==> src/rtl/i2c_irq_pkg.sv <==
package i2c_irq_pkg;
    localparam int NUM_EV      = 7;
    localparam int EV_ARB      = 0;
    localparam int EV_NACK     = 1;
    localparam int EV_ACC      = 2;
    localparam int EV_RX       = 3;
    localparam int EV_TX       = 4;
    localparam int EV_STOP     = 5;
    localparam int EV_SLAVE    = 6;
    localparam int STAT_RSF    = 11;
    localparam int STAT_BB     = 12;
    localparam logic [7:0] OFS_MASK = 8'h04;
    localparam logic [7:0] OFS_STAT = 8'h08;
    localparam logic [7:0] OFS_VEC  = 8'h28;

    typedef logic [NUM_EV-1:0] ev_vec_t;
endpackage

==> src/rtl/i2c_irq_flags.sv <==
module i2c_irq_flags #(
    parameter int NUM_EV = 7
) (
    input  logic              clk,
    input  logic              rst_n,
    input  logic [NUM_EV-1:0] set_i,
    input  logic [NUM_EV-1:0] clr_i,
    output logic [NUM_EV-1:0] flags_o
);
    typedef struct packed {
        logic [NUM_EV-1:0] flags;
    } flag_state_t;

    flag_state_t st_d, st_q;

    always_comb begin
        st_d = st_q;
        for (int i = 0; i < NUM_EV; i++) begin
            // a pulse in the clearing cycle keeps the flag
            st_d.flags[i] = set_i[i] | (st_q.flags[i] & ~clr_i[i]);
        end
    end

    always_ff @(posedge clk or negedge rst_n) begin
        if (!rst_n) st_q <= '0;
        else        st_q <= st_d;
    end

    assign flags_o = st_q.flags;

    AST_SET_WINS: assert property (@(posedge clk) disable iff (!rst_n)
        (|set_i) |=> ((flags_o & $past(set_i)) == $past(set_i)));
endmodule

==> src/rtl/i2c_irq_prio.sv <==
module i2c_irq_prio #(
    parameter int NUM_EV = 7,
    parameter int CODE_W = 3
) (
    input  logic [NUM_EV-1:0] req_i,
    output logic [NUM_EV-1:0] grant_o,
    output logic [CODE_W-1:0] code_o
);
    always_comb begin
        grant_o = '0;
        code_o  = '0;
        // scan downward so the lowest index is the last to overwrite
        for (int i = NUM_EV - 1; i >= 0; i--) begin
            if (req_i[i]) begin
                grant_o    = '0;
                grant_o[i] = 1'b1;
                code_o     = CODE_W'(i + 1);
            end
        end
    end
endmodule

==> src/rtl/i2c_irq_regs.sv <==
module i2c_irq_regs
    import i2c_irq_pkg::*;
#(
    parameter int DATA_W = 16,
    parameter int ADDR_W = 8,
    parameter int NUM_EV = 7,
    parameter int CODE_W = 3
) (
    input  logic              clk,
    input  logic              rst_n,
    input  logic [ADDR_W-1:0] addr_i,
    input  logic              wr_en_i,
    input  logic              rd_en_i,
    input  logic [DATA_W-1:0] wdata_i,
    input  logic [NUM_EV-1:0] flags_i,
    input  logic [NUM_EV-1:0] grant_i,
    input  logic [CODE_W-1:0] code_i,
    input  logic              rsf_i,
    input  logic              bb_i,
    output logic [DATA_W-1:0] rdata_o,
    output logic [NUM_EV-1:0] mask_o,
    output logic [NUM_EV-1:0] clr_o
);
    localparam logic [ADDR_W-1:0] A_MASK = ADDR_W'(OFS_MASK);
    localparam logic [ADDR_W-1:0] A_STAT = ADDR_W'(OFS_STAT);
    localparam logic [ADDR_W-1:0] A_VEC  = ADDR_W'(OFS_VEC);

    typedef struct packed {
        logic [NUM_EV-1:0] mask;
    } reg_state_t;

    reg_state_t st_d, st_q;
    logic       hit_mask, hit_stat, hit_vec;
    logic       unused_wdata_hi;

    assign unused_wdata_hi = &{1'b0, wdata_i[DATA_W-1:NUM_EV]};

    always_comb begin
        hit_mask = (addr_i == A_MASK);
        hit_stat = (addr_i == A_STAT);
        hit_vec  = (addr_i == A_VEC);

        st_d = st_q;
        if (wr_en_i && hit_mask) st_d.mask = wdata_i[NUM_EV-1:0];

        clr_o = '0;
        if (wr_en_i && hit_stat) clr_o = clr_o | wdata_i[NUM_EV-1:0];
        if (rd_en_i && hit_vec)  clr_o = clr_o | grant_i;

        rdata_o = '0;
        if (hit_mask) rdata_o[NUM_EV-1:0] = st_q.mask;
        if (hit_stat) begin
            rdata_o[NUM_EV-1:0] = flags_i;
            rdata_o[STAT_RSF]   = rsf_i;
            rdata_o[STAT_BB]    = bb_i;
        end
        if (hit_vec) rdata_o[CODE_W-1:0] = code_i;
    end

    always_ff @(posedge clk or negedge rst_n) begin
        if (!rst_n) st_q <= '0;
        else        st_q <= st_d;
    end

    assign mask_o = st_q.mask;

    AST_MASK_HOLD: assert property (@(posedge clk) disable iff (!rst_n)
        !(wr_en_i && hit_mask) |=> $stable(mask_o));
endmodule

==> src/rtl/i2c_irq_unit.sv <==
module i2c_irq_unit
    import i2c_irq_pkg::*;
#(
    parameter int DATA_W = 16,
    parameter int ADDR_W = 8
) (
    input  logic              clk,
    input  logic              rst_n,
    input  logic              ev_arb_lost_i,
    input  logic              ev_nack_i,
    input  logic              ev_acc_rdy_i,
    input  logic              ev_rx_rdy_i,
    input  logic              ev_tx_rdy_i,
    input  logic              ev_stop_i,
    input  logic              ev_slave_i,
    input  logic              bus_busy_i,
    input  logic              rx_full_i,
    input  logic [ADDR_W-1:0] addr_i,
    input  logic              wr_en_i,
    input  logic              rd_en_i,
    input  logic [DATA_W-1:0] wdata_i,
    output logic [DATA_W-1:0] rdata_o,
    output logic              irq_o
);
    localparam int CODE_W = $clog2(NUM_EV + 1);

    ev_vec_t             evts, flags_q, mask_q, pending, grant, clr;
    logic [CODE_W-1:0]   vec_code;

    always_comb begin
        evts           = '0;
        evts[EV_ARB]   = ev_arb_lost_i;
        evts[EV_NACK]  = ev_nack_i;
        evts[EV_ACC]   = ev_acc_rdy_i;
        evts[EV_RX]    = ev_rx_rdy_i;
        evts[EV_TX]    = ev_tx_rdy_i;
        evts[EV_STOP]  = ev_stop_i;
        evts[EV_SLAVE] = ev_slave_i;
        pending        = flags_q & mask_q;
        irq_o          = |pending;
    end

    i2c_irq_flags #(.NUM_EV(NUM_EV)) u_flags (
        .clk     (clk),
        .rst_n   (rst_n),
        .set_i   (evts),
        .clr_i   (clr),
        .flags_o (flags_q)
    );

    i2c_irq_prio #(.NUM_EV(NUM_EV), .CODE_W(CODE_W)) u_prio (
        .req_i   (pending),
        .grant_o (grant),
        .code_o  (vec_code)
    );

    i2c_irq_regs #(
        .DATA_W(DATA_W), .ADDR_W(ADDR_W), .NUM_EV(NUM_EV), .CODE_W(CODE_W)
    ) u_regs (
        .clk     (clk),
        .rst_n   (rst_n),
        .addr_i  (addr_i),
        .wr_en_i (wr_en_i),
        .rd_en_i (rd_en_i),
        .wdata_i (wdata_i),
        .flags_i (flags_q),
        .grant_i (grant),
        .code_i  (vec_code),
        .rsf_i   (rx_full_i),
        .bb_i    (bus_busy_i),
        .rdata_o (rdata_o),
        .mask_o  (mask_q),
        .clr_o   (clr)
    );

    AST_IRQ_VS_VEC: assert property (@(posedge clk) disable iff (!rst_n)
        irq_o == (vec_code != '0));
    AST_GRANT_ONEHOT: assert property (@(posedge clk) disable iff (!rst_n)
        $onehot0(grant));
    AST_VEC_CLEARS: assert property (@(posedge clk) disable iff (!rst_n)
        (rd_en_i && addr_i == ADDR_W'(OFS_VEC) && (|grant) && ((grant & evts) == '0))
        |=> ((flags_q & $past(grant)) == '0));
    AST_W1C: assert property (@(posedge clk) disable iff (!rst_n)
        (wr_en_i && addr_i == ADDR_W'(OFS_STAT))
        |=> ((flags_q & $past(wdata_i[NUM_EV-1:0] & ~evts)) == '0));
endmodule

==> config.mk <==
export PLATFORM = sky130hd
export DESIGN_NAME = i2c_irq_unit
export DESIGN_NICKNAME = d
export VERILOG_FILES = /design/src/rtl/i2c_irq_pkg.sv /design/src/rtl/i2c_irq_flags.sv /design/src/rtl/i2c_irq_prio.sv /design/src/rtl/i2c_irq_regs.sv /design/src/rtl/i2c_irq_unit.sv
export SDC_FILE = /design/constraint.sdc
export NUM_CORES = 1
export LEC_CHECK = 0
export BUFFER_PORTS_ARGS = -buffer_cell sky130_fd_sc_hd__buf_4
export CAP_MARGIN = 20
export CORE_MARGIN = 2
export CORE_UTILIZATION = 38
export CTS_CLUSTER_SIZE = 16
export DETAILED_ROUTE_END_ITERATION = 10
export GPL_TIMING_DRIVEN = 0
export HOLD_SLACK_MARGIN = 0.15
export PLACE_DENSITY_LB_ADDON = 0.2
export SLEW_MARGIN = 25
export SYNTH_ARGS = -nofsm -noshare
export SYNTH_HDL_FRONTEND = slang
export SYNTH_SLANG_ARGS = --single-unit
==> constraint.sdc <==
create_clock -name clk -period 1.8 [get_ports clk]
set_input_delay 0.27 -clock clk [delete_from_list [all_inputs] [get_ports clk]]
set_output_delay 0.27 -clock clk [all_outputs]
set_load 0.03 [all_outputs]
After elaboration in Yosys (flattened, before gate mapping)
Index checks and enable logic that the tools add are counted.
- flip-flop bits (word level): 14
- bits of input ports: 37
- equal/unequal tests: 3
- mux-type cells: 20
- bitwise operators: 23
- reduce and logical (&&, ||, !) cells: 4
- operators with widths (cell ; number):
    $mux W7 ; 11
    $mux W3 ; 8
    $eq A8 B3 Y1 const B ; 1
    $eq A8 B4 Y1 const B ; 1
    $eq A8 B6 Y1 const B ; 1
    $and A1 B1 Y1 ; 7
    $and A7 B7 Y7 ; 1
    $not A1 Y1 ; 7
    $or A1 B1 Y1 ; 7
    $or A7 B7 Y7 ; 1
    $reduce_or A7 Y1 ; 1
    $logic_and A1 B1 Y1 ; 3
    $mux W2 ; 1

Longest topological paths before layout
Gate-level depths: netlist (run 1).
- depth after elaboration: 13
- mapped depth: 5

Hierarchy
A second synthesis (run 1) with hierarchy kept.
- cell total of the unflattened synthesis: 128
- area total of the unflattened synthesis: 1113.6 um^2
- modules (own cells, without submodules) (module ; times used ; cells an instance ; area an instance (um^2) ; sequential area each (um^2)):
    i2c_irq_regs ; 1 ; 77 ; 659.4 ; 175.2
    i2c_irq_flags ; 1 ; 21 ; 254.0 ; 175.2
    i2c_irq_prio ; 1 ; 20 ; 126.4 ; 0.0
    i2c_irq_unit ; 1 ; 10 ; 73.8 ; 0.0

Worst setup path after synthesis (run 1)
OpenSTA, ideal clock, no wires.
- path kind: input -> output
- start point: in addr_i[1]
- end point: out rdata_o[2]
- data arrival time: 1.673 ns
- data required time: 1.530 ns
- path slack: -0.143 ns
- stages: 3
- cell sequence: nor4b_4 > nand3_1 > o32ai_1
- word-level cells in the longest chain between the ends: 4
- ends and longest elaborated chain (element ; line ; text):
    from (decl) ; i2c_irq_unit.sv:18 ; input logic [ADDR_W-1:0] addr_i,
    $eq A8 B3 Y1 ; i2c_irq_regs.sv:39 ; hit_mask = (addr_i == A_MASK);
    $mux W7 ; i2c_irq_regs.sv:51 ; if (hit_mask) rdata_o[NUM_EV-1:0] = st_q.mask;
    $mux W7 ; i2c_irq_regs.sv:52 ; if (hit_stat) begin
    $mux W3 * ; i2c_irq_regs.sv:57 ; if (hit_vec) rdata_o[CODE_W-1:0] = code_i;
    to (decl) ; i2c_irq_unit.sv:22 ; output logic [DATA_W-1:0] rdata_o,
Every way passes the cells marked *; elsewhere a longest branch is shown, timed or not.

Worst setup path in the final report (run 1)
- start point: in addr_i[4]
- end point: out rdata_o[1]
Same word-level chain as after synthesis.

==> impl_metrics.env, run 1 <==
export IMPL_status="finished, violations left"
export IMPL_violations="setup timing"
export IMPL_worst_slack_ps=-5.805
export IMPL_p_int_uw=552.7
export IMPL_area_growth_pct=59.39
export IMPL_grt_pass1_wl_microns=4036
export IMPL_grt_use_met2_pct=32.94
export IMPL_end_kind="primary output"
export IMPL_drtAntennaViolNets=0
export IMPL_hold_path_class="input port to register"
export IMPL_grt_pass1_vias=894
export IMPL_period_needed_ps=1806
export IMPL_crit_chain="buf_8 -> or3_4 -> nor3b_4 -> buf_6 -> a22oi_2 -> o21ai_1 -> buf_4"
export IMPL_via_count=1000
export IMPL_drt_first_pass_iters=4
export IMPL_syn_cell_area_sq_um=992.2
export IMPL_stdcell_count=188
export IMPL_wirelength_microns=2770
export IMPL_finalCritPeriodShare_pct=100.3
export IMPL_synthCells=95
export IMPL_grt_ovfl_total=0
export IMPL_use_met3_pct=3.226
export IMPL_crit_family="simple AND/OR/NAND/NOR gates"
export IMPL_core_rowCount=18
export IMPL_worstPathArrival_ps=1540
export IMPL_cts_buffers=3
export IMPL_ys_seq_elements=14
export IMPL_finalHoldViolations=0
export IMPL_die_area_sq_um=3036
export IMPL_switching_power_uw=216.1
export IMPL_seqPwrFrac_pct=43.2
export IMPL_yosysSeqAreaShare_pct=35.31
export IMPL_switching_share_pct=28.11
export IMPL_path_buf_inv=3
export IMPL_viasPerCell=5.319
export IMPL_core_sq_um=2477
export IMPL_fmax_mhz=553.8
export IMPL_grt_busiest_layer="met2"
export IMPL_num_antenna_cells=0
export IMPL_synth_warnings=0
export IMPL_setup_viol=1
export IMPL_placed_cells=167
export IMPL_comb_power_share_pct=26.8
export IMPL_wl_per_cell_microns=14.73
export IMPL_clkLatencyLatePin_ps=280
export IMPL_crit_required_ps=1530
export IMPL_vdd_drop_max_mv=0.4230
export IMPL_die_w_microns=55.10
export IMPL_fin_nets=196
export IMPL_cts_tree="built"
export IMPL_report_final_slew_viol_count=0
export IMPL_power_uw=768.8
export IMPL_pwr_share_clk_pct=30.0
export IMPL_drt_iter0_markers=11
export IMPL_io_buffer_count=36
export IMPL_cts_htree_levels=1
export IMPL_grt_usage_pct=18.85
export IMPL_clk_path_buf_depth=2
export IMPL_grt_max_degree=15
export IMPL_cp_slowest_cell="or3_4"
export IMPL_hpwlAfterDp_microns=1977
export IMPL_clock_sinks=14
export IMPL_die_height_microns=55.10
export IMPL_worst_path_largest_cell_delay_ps=400
export IMPL_drive_gt1_share_pct=59.49
export IMPL_yosysUniqueCellTypes=37
export IMPL_power_density_nw_per_um2=486.1
export IMPL_critical_path_class="input port to primary output"
export IMPL_cts_clk_slew_worst_paths_ps=90
export IMPL_met1_usage_pct=23.92
export IMPL_antenna_found_initial=0
export IMPL_cp_max_fo=5
export IMPL_io_pins=54
export IMPL_startpoint_type="input port"
export IMPL_initial_core_util_pct=40.05
export IMPL_drcViolationCount=0
export IMPL_drv_cap=0
export IMPL_cts_root_buffer="clkbuf_4"
export IMPL_gp_congestion=0.8672
export IMPL_syn_avg_cell_area_sq_um=10.44
export IMPL_rsz0062_at_grt="true"
export IMPL_p_leak_nw=0.7370
export IMPL_fin_skew_ps=0.2980
[metrics by stage]
step | hold slack, ps | utilization (%) | setup TNS, ps | cell area [sq um] | setup WS (ps)
2_1_floorplan | -25.59 | - | 0 | 1022 | 14.23
3_3_place_gp | 129.5 | 53.69 | -2588 | 1330 | -277.2
3_5_place_dp | 132.3 | 53.69 | -1917 | 1330 | -265.8
4_1_cts | 169.1 | 60.45 | 0 | 1498 | 0.1961
5_1_grt | 159.2 | 63.84 | -65.42 | 1582 | -52.46
6_report | 173.6 | 63.84 | -5.805 | 1582 | -5.805
[cells by family (layout without fill, tap and decap cells)]
| logic type | after synthesis | in the layout | share of synthesized area [%] |
|---|---|---|---|
| flops | 14 | 14 | 35.31 |
| buf+inv | 10 | 67 | 7.313 |
| other cells | 1 | 7 | 0.3779 |
| simple gates | 39 | 39 | 27.11 |
| mux | 7 | 7 | 10.59 |
| compound gates | 24 | 24 | 19.29 |
[synthesized netlist by cell type (all sizes together)]
master   n  area, sq um
nor3b    1        18.77
inv      1        3.750
nand2b   1        6.260
o32ai    1        8.760
o22a     1        8.760
o21ai    1        5.000
nand3b   1        7.510
a22oi    4        30.03
buf      9        68.81
and2     2        12.51
a32oi    1        8.760
a21boi   2        15.01
or4      1        11.26
nand3   12        60.06
a31oi    1        6.260
dfrtp   14        350.3
a31o     6        52.56
nor2b    2        20.02
nand2   10        45.04
mux2     7        105.1
or3      1        6.260
o22ai    1        6.260
a21oi    1        5.000
nand4    2        12.51
and3     2        12.51
and4     1        8.760
nor4b    3        47.54
conb     1        3.750
a22o     4        35.03
a32o     1        10.01
[per-layer routing]
metal | vias to the layer above | share of wire, %
met2 | 36 | 51
li1 | 485 | -
met3 | 2 | 5.8
met1 | 477 | 42
met5 | - | 0
met4 | 0 | 0.36
[registers in the layout (all words and copies together) (netlist names)]
signal	cells
u_regs.mask_o	7
u_flags.flags_o	7
[worst reg2reg max path: stages, from the launching register on]
cell      delay [ps]
dfrtp_1          430
a21boi_0         230
and4_1           330
nand4_1          120
a31o_2           260
[cell type report]
class                   count  area (sq um)
plain buffers               9         68.82
clock buffers               4         36.28
fillers                   224         895.9
inverters                   1         3.754
multi-input cells          77         654.4
flip-flops and latches     14         352.8
well taps                  30         37.54
repair buffers             53         427.9
[final timing paths]
check | startpoint | endpoint | slack (ps) | cells past startpoint
max in group asynchronous | rst_n | u_regs.mask_o[3]$_DFFE_PN0P_ | 1240 | 2
min | ev_arb_lost_i | u_flags.flags_o[0]$_DFF_PN0_ | 170 | 2
min reg2reg | u_flags.flags_o[2]$_DFF_PN0_ | u_flags.flags_o[2]$_DFF_PN0_ | 580 | 1
max reg2reg | u_regs.mask_o[0]$_DFFE_PN0P_ | u_flags.flags_o[6]$_DFF_PN0_ | 320 | 4
min in group asynchronous | rst_n | u_regs.mask_o[4]$_DFFE_PN0P_ | 380 | 2
max | addr_i[4] | rdata_o[1] | -6 | 7
[repair_timing]
action                                  4_1_cts  5_1_grt
hold endpoints to repair                     14        0
pin swaps                                     5        3
gates resized for setup                      10       12
setup buffers                                 9        6
endpoints found under the setup margin       10       10
cloned                                        1        0
hold buffers                                  1        0
[cells in the final DEF, fill, tap and decap left out, types with 3 or more instances in the layout]
cell      instances
a22o_1            4
a31o_1            3
mux2_4            7
nand3_1          11
clkbuf_4          3
buf_6             7
buf_4            51
dfrtp_1          12
nand2_1           9
a31o_2            3
conb_1            7
[power by group through the flow]
stage / registers, mW / logic, mW / clock network, mW
floorplan: 0.335 / 0.0969 / 0
global placement: 0.338 / 0.173 / 0
detailed placement: 0.339 / 0.175 / 0
CTS: 0.332 / 0.193 / 0.234
global route: 0.334 / 0.221 / 0.252
finish: 0.332 / 0.206 / 0.231
Power figures use the tool's default switching activity.
==> run 2: changes to the inputs <==
--- a/config.mk
+++ b/config.mk
@@ -17,4 +17,5 @@
 export SLEW_MARGIN = 25
 export SYNTH_ARGS = -nofsm -noshare
 export SYNTH_HDL_FRONTEND = slang
+export SYNTH_HIERARCHICAL = 1
 export SYNTH_SLANG_ARGS = --single-unit
==> impl_metrics.env, run 2 <==
export IMPL_status="finished, violations left"
export IMPL_violations="setup timing"
export IMPL_reg2regPathDepth=8
export IMPL_p_leak_nw=0.7345
export IMPL_drv_cap=0
export IMPL_core_rowCount=19
export IMPL_power_density_nw_per_um2=500.2
export IMPL_crit_family="simple AND/OR/NAND/NOR gates"
export IMPL_synth_edf_count=0
export IMPL_io_buffer_count=36
export IMPL_cts_root_buffer="clkbuf_4"
export IMPL_cp_slowest_cell="or4b_4"
export IMPL_layout_common_cells="54 x buf_4, 14 x dfrtp_1, 14 x nand3_1"
export IMPL_period_needed_ps=1993
export IMPL_hpwlAfterDp_microns=2304
export IMPL_die_w_microns=58.14
export IMPL_wl_per_cell_microns=15.10
export IMPL_cts_htree_levels=1
export IMPL_ys_async_sr_fraction_pct=100.0
export IMPL_report_final_slew_viol_count=0
export IMPL_viasPerCell=5.432
export IMPL_core_sq_um=2781
export IMPL_initial_core_util_pct=40.04
export IMPL_yosysTopAreaCell="dfrtp_1"
export IMPL_cts_tree="built"
export IMPL_drive_gt1_share_pct=49.74
export IMPL_rsz0062_at_grt="true"
export IMPL_cp_startpoint="u_flags/flags_o[6]$_DFF_PN0_"
export IMPL_wirelength_microns=3321
export IMPL_grt_ovfl_total=0
export IMPL_worst_slack_ps=-192.5
export IMPL_fin_nets=227
export IMPL_synthCells=128
export IMPL_drcViolationCount=0
export IMPL_clock_sinks=14
export IMPL_finalHoldViolations=0
export IMPL_synth_warnings=6
export IMPL_yosysSeqAreaShare_pct=31.46
export IMPL_syn_cell_area_sq_um=1114
export IMPL_synth_flop_cell="dfrtp_1"
export IMPL_yosysUniqueCellTypes=35
export IMPL_crit_required_ps=1530
export IMPL_startpoint_type="register"
export IMPL_r2r_slack_ps=90
export IMPL_rr_startpoint="u_regs/mask_o[5]$_DFFE_PN0P_"
export IMPL_critical_path_class="register to primary output"
export IMPL_clk_path_buf_depth=2
export IMPL_die_area_sq_um=3380
export IMPL_final_common_cell="buf_4"
export IMPL_io_pins=54
export IMPL_fmax_mhz=501.9
export IMPL_grt_usage_pct=20.94
export IMPL_end_kind="primary output"
export IMPL_grt_pass1_wl_microns=5382
export IMPL_fin_area_sq_um=1654
export IMPL_hold_path_class="input port to register"
export IMPL_cp_depth=3
export IMPL_vdd_drop_max_mv=0.4201
export IMPL_dpl_instance_area_sq_um=1445
export IMPL_yosys_top_cells_count="14 x dfrtp_1, 14 x nand3_1, 10 x inv_1"
export IMPL_stdcell_count=220
export IMPL_path_buf_inv=1
export IMPL_yosys_top_cells_area="dfrtp_1 31%, mux2_2 7.1%, nand3_1 6.3%"
export IMPL_syn_avg_cell_area_sq_um=8.700
export IMPL_worst_path_largest_cell_delay_ps=510
export IMPL_crit_chain="a222oi_1 -> or4b_4 -> buf_6"
export IMPL_placed_cells=201
export IMPL_synthDominantCellAreaShare_pct=31.46
export IMPL_drt_iter0_markers=57
export IMPL_rr_endpoint="u_flags/flags_o[6]$_DFF_PN0_"
export IMPL_setup_viol=4
export IMPL_ys_seq_elements=14
export IMPL_drtAntennaViolNets=0
export IMPL_cts_clk_slew_worst_paths_ps=90
export IMPL_via_count=1195
export IMPL_area_growth_pct=48.54
export IMPL_grt_max_degree=15
export IMPL_num_antenna_cells=0
export IMPL_cts_buffers=3
export IMPL_worstPathArrival_ps=1720
export IMPL_grt_pass1_vias=1151
export IMPL_finalCritPeriodShare_pct=110.7
export IMPL_utilization_pct=59.47
export IMPL_gp_congestion=0.9136
export IMPL_fin_skew_ps=0.5830
export IMPL_die_height_microns=58.14
export IMPL_endpoint="irq_o"
export IMPL_cp_max_fo=2
export IMPL_antenna_found_initial=0
export IMPL_drt_first_pass_iters=4
export IMPL_clkLatencyLatePin_ps=280
## run 2: changes by cell type after synthesis, sizes merged, moves of 3 or more
cell | before | now
buf | 9 | 12
a22oi | 4 | 7
a21o | 0 | 7
o22ai | 1 | 7
a22o | 4 | 1
and2 | 2 | 9
o21ai | 1 | 4
inv | 1 | 10
a31o | 6 | 0
nand2 | 10 | 2
nor2 | 0 | 8
## run 2: per-layer routing
layer	track usage [%]	up-vias	routed length, microns
li1	-	574	-
met1	26.68	557	1402
met2	36.20	58	1645
met3	3.348	6	226
met4	6.645	0	47
met5	0	-	0
## run 2: area by class of cell
type                    count  area, sq um
plain buffers              14        93.84
fillers                   275         1127
clock buffers               4        36.28
inverters                  10        37.54
multi-input cells          96        699.4
well taps                  31        38.79
repair buffers             51        397.9
flip-flops and latches     14        350.3
## run 2: cells by family after synthesis
group / share of synthesized area [%]
buf+inv: 11.69
flops: 31.46
simple gates: 29.89
mux: 7.079
other cells: 0.3368
compound gates: 19.55
## run 2: worst min path at each step
stage / to / start / cells past startpoint / slack, ps
global route: u_flags/flags_o[4]$_DFF_PN0_ / ev_tx_rdy_i / 2 / 150
detailed placement: u_flags/flags_o[5]$_DFF_PN0_ / rst_n / 1 / 140
floorplan: u_flags/flags_o[0]$_DFF_PN0_ / rst_n / 0 / -30
finish: u_flags/flags_o[4]$_DFF_PN0_ / ev_tx_rdy_i / 2 / 160
global placement: u_regs/mask_o[5]$_DFFE_PN0P_ / rst_n / 1 / 130
CTS: u_flags/flags_o[4]$_DFF_PN0_ / ev_tx_rdy_i / 2 / 150
## run 2: where the power goes
part | internal (mW) | switching (mW) | total (mW)
sequential | 0.322 | 0.00634 | 0.328
combinational | 0.133 | 0.132 | 0.265
clock | 0.123 | 0.111 | 0.234
## run 2: metrics by stage
step | hold slack (ps) | setup WS, ps | setup TNS, ps | power [mW]
global route | 150.6 | -226.4 | -772.4 | 0.8697
finish | 155.6 | -192.5 | -319.0 | 0.8274
detailed placement | 136.8 | -25.00 | -25.00 | 0.5537
CTS | 152.6 | -193.7 | -488.6 | 0.8188
floorplan | -25.59 | 8.626 | 0 | 0.4632
global placement | 126.6 | 18.69 | 0 | 0.5492
## run 2: repair_timing
action / 4_1_cts / 5_1_grt
gates resized for setup: 17 / 7
setup endpoints to repair: 5 / 9
hold buffers: 1 / 2
buffers inserted: 9 / 3
pin swaps: 8 / 2
endpoints found under the hold margin: 14 / 2
